--- src/rtl/lt_pkg.sv ---
package lt_pkg;
  typedef enum logic [4:0] {
    ST_IDLE, ST_PWR, ST_SPREAD, ST_LANES, ST_RATE, ST_SRC_GO, ST_PAT_OFF,
    ST_CR_SRC, ST_CR_SNK, ST_DRV_SRC, ST_DRV_SNK, ST_WAIT, ST_READ,
    ST_EQ_SRC, ST_EQ_SNK, ST_FIN_WAIT, ST_FIN_SNK, ST_FIN_SRC
  } lt_state_e;

  typedef enum logic [2:0] {
    PHY_START = 3'd0, PHY_PAT1 = 3'd1, PHY_PAT2 = 3'd2, PHY_PAT3 = 3'd3,
    PHY_DRIVE = 3'd4, PHY_COMPLETE = 3'd5
  } phy_cmd_e;

  typedef enum logic [2:0] {
    FC_NONE = 3'd0, FC_MAX_SWING = 3'd1, FC_REPEAT = 3'd2,
    FC_EQ_TIMEOUT = 3'd3, FC_READ_ERR = 3'd4
  } fail_e;

  localparam logic [11:0] A_RATE     = 12'h100;
  localparam logic [11:0] A_LANES    = 12'h101;
  localparam logic [11:0] A_PAT      = 12'h102;
  localparam logic [11:0] A_LANE_SET = 12'h103;
  localparam logic [11:0] A_SPREAD   = 12'h107;
  localparam logic [11:0] A_STATUS   = 12'h202;
  localparam logic [11:0] A_POWER    = 12'h600;
  localparam logic [7:0]  SPREAD_ON  = 8'h10;
endpackage

--- src/rtl/lt_drive_merge.sv ---
module lt_drive_merge #(
  parameter int LANES = 4,
  parameter int LCW   = 3
) (
  input  logic [4*LANES-1:0] adj,
  input  logic [LCW-1:0]     lane_cnt,
  output logic [7:0]         lane_set
);
  logic [1:0] v_max, p_max;

  always_comb begin
    v_max = 2'd0;
    p_max = 2'd0;
    for (int i = 0; i < LANES; i++) begin
      if (LCW'(i) < lane_cnt) begin
        if (adj[4*i +: 2] > v_max)     v_max = adj[4*i +: 2];
        if (adj[4*i + 2 +: 2] > p_max) p_max = adj[4*i + 2 +: 2];
      end
    end
    lane_set = {2'b00, (p_max == 2'd3), p_max, (v_max == 2'd3), v_max};
  end

  // merged levels dominate every active lane request
  always_comb begin
    for (int i = 0; i < LANES; i++) begin
      if (LCW'(i) < lane_cnt) begin
        p_merge_covers_r4: assert (lane_set[1:0] >= adj[4*i +: 2] &&
                                   lane_set[4:3] >= adj[4*i + 2 +: 2]);
      end
    end
  end
endmodule

--- src/rtl/lt_us_timer.sv ---
module lt_us_timer #(
  parameter int TW = 10
) (
  input  logic          clk,
  input  logic          rst_n,
  input  logic          load,
  input  logic [TW-1:0] len,
  input  logic          tick,
  output logic          expired
);
  logic [TW-1:0] cnt, cnt_n;

  always_comb begin
    cnt_n = cnt;
    if (load)                     cnt_n = len;
    else if (tick && cnt != '0)   cnt_n = cnt - 1'b1;
  end

  always_ff @(posedge clk or negedge rst_n) begin
    if (!rst_n) cnt <= '0;
    else        cnt <= cnt_n;
  end

  assign expired = (cnt == '0);

  p_tick_only_r13: assert property (@(posedge clk) disable iff (!rst_n)
    (!load && !tick) |=> $stable(cnt));
endmodule

--- src/rtl/lt_link_trainer.sv ---
module lt_link_trainer
  import lt_pkg::*;
#(
  parameter int LANES        = 4,
  parameter int SETTLE_US    = 400,
  parameter int CR_US        = 100,
  parameter int EQ_US        = 400,
  parameter int REPEAT_LIMIT = 5,
  parameter int EQ_LIMIT     = 5
) (
  input  logic                   clk,
  input  logic                   rst_n,
  input  logic                   us_tick,
  input  logic                   start,
  input  logic [$clog2(LANES):0] lane_cnt,
  input  logic [7:0]             rate_code,
  input  logic                   cap_spread,
  input  logic                   cap_enh_frame,
  input  logic                   cap_tps3,
  output logic                   sreg_req,
  output logic                   sreg_wr,
  output logic [11:0]            sreg_addr,
  output logic [7:0]             sreg_wdata,
  input  logic                   sreg_ack,
  input  logic                   sreg_err,
  input  logic [LANES-1:0]       sts_cr,
  input  logic [LANES-1:0]       sts_eq,
  input  logic [4*LANES-1:0]     sts_adj,
  output logic                   phy_req,
  output logic [2:0]             phy_cmd,
  output logic [7:0]             phy_drive,
  input  logic                   phy_ack,
  output logic                   done,
  output logic                   pass,
  output logic [2:0]             fail_code
);
  localparam int LCW   = $clog2(LANES) + 1;
  localparam int LIMX  = (REPEAT_LIMIT > EQ_LIMIT) ? REPEAT_LIMIT : EQ_LIMIT;
  localparam int TRW   = $clog2(LIMX + 2);
  localparam int TW    = $clog2(SETTLE_US + CR_US + EQ_US + 1);

  lt_state_e        state, state_n;
  logic [7:0]       drive, drive_n, merged;
  logic [TRW-1:0]   tries, tries_n;
  logic [1:0]       prev_v, prev_v_n;
  logic             prev_vld, prev_vld_n, eq_ph, eq_ph_n, first, first_n;
  logic [LCW-1:0]   lanes_q, lanes_n;
  logic [7:0]       rate_q, rate_n;
  logic             sp_q, sp_n, enh_q, enh_n, tps3_q, tps3_n;
  logic             done_n, pass_n;
  fail_e            code, code_n;
  logic [LANES-1:0] lane_mask;
  logic             cr_all, eq_all, wait_load, wait_exp;
  logic [TW-1:0]    wait_len;

  for (genvar g = 0; g < LANES; g++) begin : g_mask
    assign lane_mask[g] = (LCW'(g) < lanes_q);
  end

  assign cr_all = &(sts_cr | ~lane_mask);
  assign eq_all = &((sts_cr & sts_eq) | ~lane_mask);

  lt_drive_merge #(.LANES(LANES), .LCW(LCW)) u_merge (
    .adj(sts_adj), .lane_cnt(lanes_q), .lane_set(merged));

  always_comb begin
    state_n = state;     drive_n = drive;     tries_n = tries;
    prev_v_n = prev_v;   prev_vld_n = prev_vld;
    eq_ph_n = eq_ph;     first_n = first;     code_n = code;
    lanes_n = lanes_q;   rate_n = rate_q;     sp_n = sp_q;
    enh_n = enh_q;       tps3_n = tps3_q;     done_n = done;   pass_n = pass;
    case (state)
      ST_IDLE: if (start) begin
        lanes_n = lane_cnt; rate_n = rate_code; sp_n = cap_spread;
        enh_n = cap_enh_frame; tps3_n = cap_tps3;
        done_n = 1'b0; pass_n = 1'b0; code_n = FC_NONE; state_n = ST_PWR;
      end
      ST_PWR:     if (sreg_ack) state_n = ST_SPREAD;
      ST_SPREAD:  if (sreg_ack) state_n = ST_LANES;
      ST_LANES:   if (sreg_ack) state_n = ST_RATE;
      ST_RATE:    if (sreg_ack) state_n = ST_SRC_GO;
      ST_SRC_GO:  if (phy_ack)  state_n = ST_PAT_OFF;
      ST_PAT_OFF: if (sreg_ack) state_n = ST_CR_SRC;
      ST_CR_SRC:  if (phy_ack)  state_n = ST_CR_SNK;
      ST_CR_SNK:  if (sreg_ack) begin
        drive_n = 8'h00; tries_n = '0; prev_vld_n = 1'b0;
        eq_ph_n = 1'b0;  first_n = 1'b1; state_n = ST_DRV_SRC;
      end
      ST_DRV_SRC: if (phy_ack)  state_n = ST_DRV_SNK;
      ST_DRV_SNK: if (sreg_ack) state_n = ST_WAIT;
      ST_WAIT:    if (wait_exp) begin first_n = 1'b0; state_n = ST_READ; end
      ST_READ: if (sreg_ack) begin
        if (sreg_err) begin
          code_n = FC_READ_ERR; state_n = ST_FIN_WAIT;
        end else if (!eq_ph) begin
          if (cr_all) state_n = ST_EQ_SRC;
          else if (drive[2]) begin
            code_n = FC_MAX_SWING; state_n = ST_FIN_WAIT;
          end else begin
            if (prev_vld && prev_v == drive[1:0]) tries_n = tries + 1'b1;
            else                                  tries_n = '0;
            if (prev_vld && prev_v == drive[1:0] &&
                tries + 1'b1 == TRW'(REPEAT_LIMIT)) begin
              code_n = FC_REPEAT; state_n = ST_FIN_WAIT;
            end else begin
              prev_v_n = drive[1:0]; prev_vld_n = 1'b1;
              drive_n = merged; state_n = ST_DRV_SRC;
            end
          end
        end else begin
          if (eq_all) state_n = ST_FIN_WAIT;
          else if (tries > TRW'(EQ_LIMIT)) begin
            code_n = FC_EQ_TIMEOUT; state_n = ST_FIN_WAIT;
          end else begin
            drive_n = merged; tries_n = tries + 1'b1; state_n = ST_DRV_SRC;
          end
        end
      end
      ST_EQ_SRC: if (phy_ack) state_n = ST_EQ_SNK;
      ST_EQ_SNK: if (sreg_ack) begin
        tries_n = '0; eq_ph_n = 1'b1; state_n = ST_WAIT;
      end
      ST_FIN_WAIT: if (wait_exp) state_n = ST_FIN_SNK;
      ST_FIN_SNK:  if (sreg_ack) state_n = ST_FIN_SRC;
      ST_FIN_SRC:  if (phy_ack) begin
        done_n = 1'b1; pass_n = (code == FC_NONE); state_n = ST_IDLE;
      end
      default: state_n = ST_IDLE;
    endcase
  end

  always_ff @(posedge clk or negedge rst_n) begin
    if (!rst_n) begin
      state <= ST_IDLE; drive <= '0; tries <= '0; prev_v <= '0;
      prev_vld <= 1'b0; eq_ph <= 1'b0; first <= 1'b0; code <= FC_NONE;
      lanes_q <= '0; rate_q <= '0; sp_q <= 1'b0; enh_q <= 1'b0;
      tps3_q <= 1'b0; done <= 1'b0; pass <= 1'b0;
    end else begin
      state <= state_n; drive <= drive_n; tries <= tries_n; prev_v <= prev_v_n;
      prev_vld <= prev_vld_n; eq_ph <= eq_ph_n; first <= first_n; code <= code_n;
      lanes_q <= lanes_n; rate_q <= rate_n; sp_q <= sp_n; enh_q <= enh_n;
      tps3_q <= tps3_n; done <= done_n; pass <= pass_n;
    end
  end

  assign wait_load = (state_n != state) &&
                     (state_n == ST_WAIT || state_n == ST_FIN_WAIT);
  always_comb begin
    if (state_n == ST_FIN_WAIT) wait_len = TW'(SETTLE_US);
    else if (eq_ph_n)           wait_len = TW'(EQ_US);
    else if (first_n)           wait_len = TW'(SETTLE_US + CR_US);
    else                        wait_len = TW'(CR_US);
  end

  lt_us_timer #(.TW(TW)) u_timer (
    .clk(clk), .rst_n(rst_n), .load(wait_load), .len(wait_len),
    .tick(us_tick), .expired(wait_exp));

  always_comb begin
    sreg_req = 1'b1; sreg_wr = 1'b1; sreg_addr = A_PAT; sreg_wdata = 8'h00;
    phy_req = 1'b0;  phy_cmd = PHY_START;
    case (state)
      ST_PWR:     begin sreg_addr = A_POWER;  sreg_wdata = 8'h01; end
      ST_SPREAD:  begin sreg_addr = A_SPREAD; sreg_wdata = sp_q ? SPREAD_ON : 8'h00; end
      ST_LANES:   begin sreg_addr = A_LANES;
                        sreg_wdata = {enh_q, {(7-LCW){1'b0}}, lanes_q}; end
      ST_RATE:    begin sreg_addr = A_RATE;   sreg_wdata = rate_q; end
      ST_PAT_OFF, ST_FIN_SNK: sreg_wdata = 8'h00;
      ST_CR_SNK:  sreg_wdata = 8'h01;
      ST_EQ_SNK:  sreg_wdata = tps3_q ? 8'h03 : 8'h02;
      ST_DRV_SNK: begin sreg_addr = A_LANE_SET; sreg_wdata = drive; end
      ST_READ:    begin sreg_wr = 1'b0; sreg_addr = A_STATUS; end
      default: begin
        sreg_req = 1'b0;
        phy_req  = (state != ST_IDLE && state != ST_WAIT && state != ST_FIN_WAIT);
        case (state)
          ST_CR_SRC:  phy_cmd = PHY_PAT1;
          ST_EQ_SRC:  phy_cmd = tps3_q ? PHY_PAT3 : PHY_PAT2;
          ST_DRV_SRC: phy_cmd = PHY_DRIVE;
          ST_FIN_SRC: phy_cmd = PHY_COMPLETE;
          default:    phy_cmd = PHY_START;
        endcase
      end
    endcase
  end

  assign phy_drive = drive;
  assign fail_code = code;

  p_idle_quiet_r1: assert property (@(posedge clk) disable iff (!rst_n)
    done |-> (!sreg_req && !phy_req));
  p_sreg_hold_r12: assert property (@(posedge clk) disable iff (!rst_n)
    (sreg_req && !sreg_ack) |=> (sreg_req && $stable(sreg_addr) &&
                                 $stable(sreg_wdata) && $stable(sreg_wr)));
  p_phy_hold_r12: assert property (@(posedge clk) disable iff (!rst_n)
    (phy_req && !phy_ack) |=> (phy_req && $stable(phy_cmd) && $stable(phy_drive)));
  p_pass_clean_r11: assert property (@(posedge clk) disable iff (!rst_n)
    (done && pass) |-> (fail_code == 3'd0));
  p_repeat_cap_r7: assert property (@(posedge clk) disable iff (!rst_n)
    (state == ST_READ && !eq_ph) |-> (tries < TRW'(REPEAT_LIMIT)));
  p_one_port_r12: assert property (@(posedge clk) disable iff (!rst_n)
    !(sreg_req && phy_req));
endmodule

--- config.mk ---
export PLATFORM = sky130hd
export DESIGN_NAME = lt_link_trainer
export DESIGN_NICKNAME = d
export VERILOG_FILES = /design/src/rtl/lt_pkg.sv /design/src/rtl/lt_drive_merge.sv /design/src/rtl/lt_us_timer.sv /design/src/rtl/lt_link_trainer.sv
export SDC_FILE = /design/constraint.sdc
export NUM_CORES = 1
export LEC_CHECK = 0
export BUFFER_PORTS_ARGS = -buffer_cell sky130_fd_sc_hd__buf_2
export CAP_MARGIN = 0
export CORE_ASPECT_RATIO = 1.1
export CORE_UTILIZATION = 40
export CTS_CLUSTER_DIAMETER = 60
export DETAILED_ROUTE_END_ITERATION = 10
export HOLD_SLACK_MARGIN = 0.05
export PLACE_DENSITY = 0.6
export SLEW_MARGIN = 20
export SYNTH_ARGS = -nofsm -noshare
export SYNTH_HDL_FRONTEND = slang
export SYNTH_SLANG_ARGS = --single-unit
--- constraint.sdc ---
create_clock -name clk -period 6.67 [get_ports clk]
set_input_delay 0.3335 -clock clk [delete_from_list [all_inputs] [get_ports clk]]
set_output_delay 0.3335 -clock clk [all_outputs]
set_load 0.02 [all_outputs]
# Word level (Yosys, flattened, before mapping)
# Cells that the tools add are included.
# op_classes
add_sub_neg	2
order_cmp	13
n_eq_ne	45
muxes	105
n_bitwise	9
reduce_logical	31
# ops
cell	n
two-way mux 5 bit	20
case mux 5 bit (17 select lines)	1
two-way mux 3 bit	24
two-way mux 8 bit	9
case mux 11 bit (6 select lines)	1
== test 5 x 4 -> 1 bit (second input constant)	10
case mux 8 bit (6 select lines)	1
two-way mux 2 bit	16
two-way mux 9 bit	3
AND reduction 7 bit	3
== test 5 x 3 -> 1 bit (second input constant)	4
two-way mux 10 bit	2
two-way mux 1 bit	19
!= test 2 bit (second input constant)	9
case mux 8 bit (2 select lines)	1
AND reduction 8 bit	2
!= test 3 bit (second input constant)	5
> comparator 2 bit	6
!= test 4 bit (second input constant)	3
case mux 3 bit (2 select lines)	2
case mux 3 bit (4 select lines)	1
== test 5 x 2 -> 1 bit (second input constant)	2
== test 5 bit (second input constant)	2
zero test 10 bit	1
32 further kinds	58
# totals
reg_bits	50
input_bits	45
wordCells	222

# Depth between registers and ports, before layout
# logic_depth
depth_word	20
depth_mapped	17
mapped_depth_nobuf	16

# Cells and area by module
# A second synthesis with hierarchy kept.
# unflattened
cells_unflattened	468
hier_area_um2	3973.8
# modules_own_cells
module	instances	cells_per_inst	area_each_um2
lt_link_trainer	1	303	2628.8
lt_drive_merge	1	96	718.2
lt_us_timer	1	69	626.9

# Worst setup path after synthesis
# No wires, ideal clock.
# synth_timing
kind	register to register
from	register lanes_q[1]
to	register drive[2] (netlist: phy_drive[2])
setup_ps	110
arrival_ps	3654
t_required_ps	6560
path_slack_ps	2905
stages_incl_launch_ff	17
cell_sequence	dfrtp_1 -> buf_2 -> or3_1 -> and2_1 -> ha_1 -> inv_1 -> o221ai_1 -> mux2_2 -> ha_1 -> inv_1 -> o221ai_1 -> mux2_2 -> ha_1 -> inv_1 -> o221ai_1 -> mux2i_1 -> o41ai_1
# synth_via
elab_chain_len	19
word_cells_on_any_way	32
classes_between	order compare: 7; eq/ne: 3; mux: 16; bitwise: 3; reduce/logical: 3
# synth_lines
element	line_no	text
start, declared	lt_link_trainer.sv:47	logic [LCW-1:0] lanes_q, lanes_n;
start signal, assigned	lt_link_trainer.sv:141	lanes_q <= lanes_n; rate_q <= rate_n; sp_q <= sp_n; enh_q <= enh_n;
< comparator 1 x 3 -> 1 bit	n/a	
two-way mux 2 bit	lt_drive_merge.sv:15	if (LCW'(i) < lane_cnt) begin
> comparator 2 bit	lt_drive_merge.sv:16	if (adj[4*i +: 2] > v_max) v_max = adj[4*i +: 2];
two-way mux 2 bit	lt_drive_merge.sv:16	
two-way mux 2 bit	lt_drive_merge.sv:15	
> comparator 2 bit	lt_drive_merge.sv:16	
two-way mux 2 bit	lt_drive_merge.sv:16	
two-way mux 2 bit	lt_drive_merge.sv:15	
[3 not listed]	n/a	
== test 2 bit	lt_drive_merge.sv:20	lane_set = {2'b00, (p_max == 2'd3), p_max, (v_max == 2'd3), v_max};
two-way mux 8 bit	lt_link_trainer.sv:102	if (prev_vld && prev_v == drive[1:0] &&
two-way mux 8 bit	lt_link_trainer.sv:97	else if (drive[2]) begin
two-way mux 8 bit	lt_link_trainer.sv:96	if (cr_all) state_n = ST_EQ_SRC;
two-way mux 8 bit	lt_link_trainer.sv:95	end else if (!eq_ph) begin
two-way mux 8 bit	lt_link_trainer.sv:93	if (sreg_err) begin
two-way mux 8 bit	lt_link_trainer.sv:92	ST_READ: if (sreg_ack) begin
case mux 8 bit (2 select lines)	lt_link_trainer.sv:72	case (state)
end signal, assigned	lt_link_trainer.sv:139	state <= state_n; drive <= drive_n; tries <= tries_n; prev_v <= prev_v_n;
end, declared	lt_link_trainer.sv:43	logic [7:0] drive, drive_n, merged;
# Parallel ways exist; a longest one is shown, timed or not. The select of a mux whose other input is x is not followed.
# A chain may end at the register's enable or synchronous reset.

# Worst setup path in the final report
# layout_timing
from	register lanes_q[2]
to	register drive[2] (netlist: phy_drive[2])
# The elaborated chain is that of the path after synthesis.

==> metrics.cfg <==
[final_layout]
drive_gt1_share_pct = 24.5
nets = 568
final_cells = 619
area_delta_synth_final_pct = 13.6
antenna_cells = 0
design_area_sq_um = 4360
fin_util_pct = 46.6

[clock_network]
cts.path.max_buffers = 2
cts_tree = done
clkLatencyLatePin_ns = 0.30
cts_resized = 0
cts_max_level = 2
root_buffer = clkbuf_8
cts_made_buffers = 5
hold_buffers = 0
cts_sinks = 48
clkTransAtPathRegs_ns = 0.10
cts_setup_buffers = 0

[timing]
min_period_over_period_pct = 60.2
setup_ws_ns = 2.66
drv_slew = 0
fmaxAchievable_mhz = 249
tns_ns = 0
worst_pin_slew_ns = 0.836
fin_hold_ws_ns = 0.128
slew_headroom_pct = 44.2
setup_viol = 0
skew_ns = 0.0107
rsz0062_at_grt = false
hold_violations = 0
fin_crit_ns = 4.01

[global_route]
track_usage_pct = 20.5
grt_pass1_vias = 3375
grt-ovfl-total = 0
antenna_found_initial = 0
grt_pass1_wl_mm = 16.5
grt_max_degree = 49

[placement]
dpl_worst_slack_ns = 2.68
placed_area_sq_um = 4240
gp_congestion = 0.877
place.port_buffers = 75
dpl.hpwl_mm = 7.57
placed_cells = 611

[critical_path]
start_kind = register
crit_slowest_cell = dfrtp_1
crit_chain = or3_1, and2_1, ha_1, inv_1, o221ai_1, mux2_2, ha_1, inv_1, o221ai_1, mux2_2, ha_1, inv_1, o221ai_1, mux2i_1, o41ai_1
crit_arrival_ns = 4.21
worstPathRequired_ns = 6.87
worstSetupEndpointType = register
critical_path.n_buffers_inverters = 3
setup.worst_path.class = register to register
max_stage_delay_ns = 0.53
crit_family = compound AO/OA/AOI/OAI gates
worst-r2r-setup-slack_ns = 2.66
path_max_fanout = 14

[floorplanning]
dieWidth_um = 95.4
start_util_pct = 41.1
row_count = 37
ios = 84
die_area_sq_um = 10000
core_area_sq_um = 9350
fp.dieH_um = 105

[run_status]
status = complete, no violations

[detailed_routing]
wl_mm = 9.89
routed_via_density = 5.58
post_drt_wl_per_cell_um = 16.0
drcViolationCount = 0
drtAntennaViolNets = 0
vias = 3451
drt-initial-drc-count = 293
drt_pass1_iterations = 4

[logic_synthesis]
synthTopCellsByArea = dfrtp_1 (31%), ha_1 (7.2%), mux2_2 (6.7%)
synth_area_sq_um = 3840
ys_seq_area_share_pct = 31.3
yosysTopAreaCell = dfrtp_1
ys_warn_count = 0
syn_inst = 440
synth_seq_cells = 48
ys_types = 73
yosysTopAreaCellShare_pct = 31.3
async_reset_ff_share_pct = 100
synth_commonest_cells = dfrtp_1 (48), nor2_1 (48), inv_1 (34)
ys.flop_type = dfrtp_1
synth.avg_cell_area_sq_um = 8.73
synth_edf_count = 0

[power_and_ir_drop]
power_density_nw_per_um2 = 414
peakVddDrop_v = 0.000234
finalPower_mw = 1.81
p_leak_nw = 2.07

[hold_path]
min_path_type = primary input to asynchronous set/reset pin

[run]
cap_viol_max_count = 0

-- cells in the final DEF (no fill, tap or decap), types with 8 or more instances in the layout --
cell     Yosys  layout
conb_1       1       8
nand3_1      9       9
or3_1        8       8
inv_1       34      34
a21oi_1     17      17
dfrtp_1     48      48
nand2_1     21      21
buf_2        5      75
nor2_1      48      48
xnor2_1      9       9
o21ai_0     20      20
ha_1        22      22
mux2_2      23      23
nor3_1      10      10
-- worst register-to-register path, cell delays in order (launching register included) --
cell and delay (ns):
dfrtp_1 0.53, or3_1 0.44, and2_1 0.20, ha_1 0.27
inv_1 0.04, o221ai_1 0.20, mux2_2 0.37, ha_1 0.27
inv_1 0.04, o221ai_1 0.20, mux2_2 0.38, ha_1 0.27
inv_1 0.04, o221ai_1 0.21, mux2i_1 0.13, o41ai_1 0.31
-- path summary, 6_finish.rpt --
kind                                             start                    endpoint  depth (start not counted)
worst max-delay path            lanes_q[2]$_DFFE_PN0P_    phy_drive[2]$_DFFE_PN0P_                         15
worst min-delay path                             rst_n  u_timer.cnt[6]$_DFFE_PN0P_                          2
min in group clk                           lane_cnt[2]      lanes_q[2]$_DFFE_PN0P_                          2
worst max register to register  lanes_q[2]$_DFFE_PN0P_    phy_drive[2]$_DFFE_PN0P_                         15
max in group asynchronous                        rst_n          state[3]$_DFF_PN0_                          2
worst min register to register        done$_DFFE_PN0P_            done$_DFFE_PN0P_                          2
-- area by class of cell --
class                      count  area [sq um]
clock buffer                   6          82.6
clock inverter                 2          38.8
fill                         938          4990
inverter                      35           131
multi-input combinational    334          2370
sequential                    48          1200
tap                          117           146
timing repair buffer          77           390
-- registers in the layout, indices dropped and copies added, names as in the netlist, 2 cells and up --
| signal | cells |
|---|---|
| u_timer.cnt | 10 |
| fail_code | 3 |
| phy_drive | 6 |
| prev_v | 2 |
| lanes_q | 3 |
| state | 5 |
| rate_q | 8 |
| tries | 3 |
-- power breakdown --
part / switching, mW / internal (mW)
registers: 0.178 / 0.399
clock network: 0.102 / 0.123
logic: 0.574 / 0.430
-- layer usage --
| metal | vias up | part of all wire [%] | global-route usage [%] |
|---|---|---|---|
| li1 | 1713 | - | - |
| met1 | 1620 | 44 | 27.3 |
| met2 | 110 | 49 | 35.6 |
| met3 | 8 | 6.1 | 2.26 |
| met4 | 0 | 0.75 | 3.94 |
| met5 | - | 0 | 0 |
-- logic make-up after synthesis --
group	synth area share [%]
XOR/XNOR	3.42
adder cells (fa/ha/maj)	7.17
other	0.0976
AO/OA/AOI/OAI	21.5
buffers and inverters	7.69
AND/OR/NAND/NOR	20.5
flip-flops	31.3
multiplexers	8.31
Power figures use the tool's default switching activity.
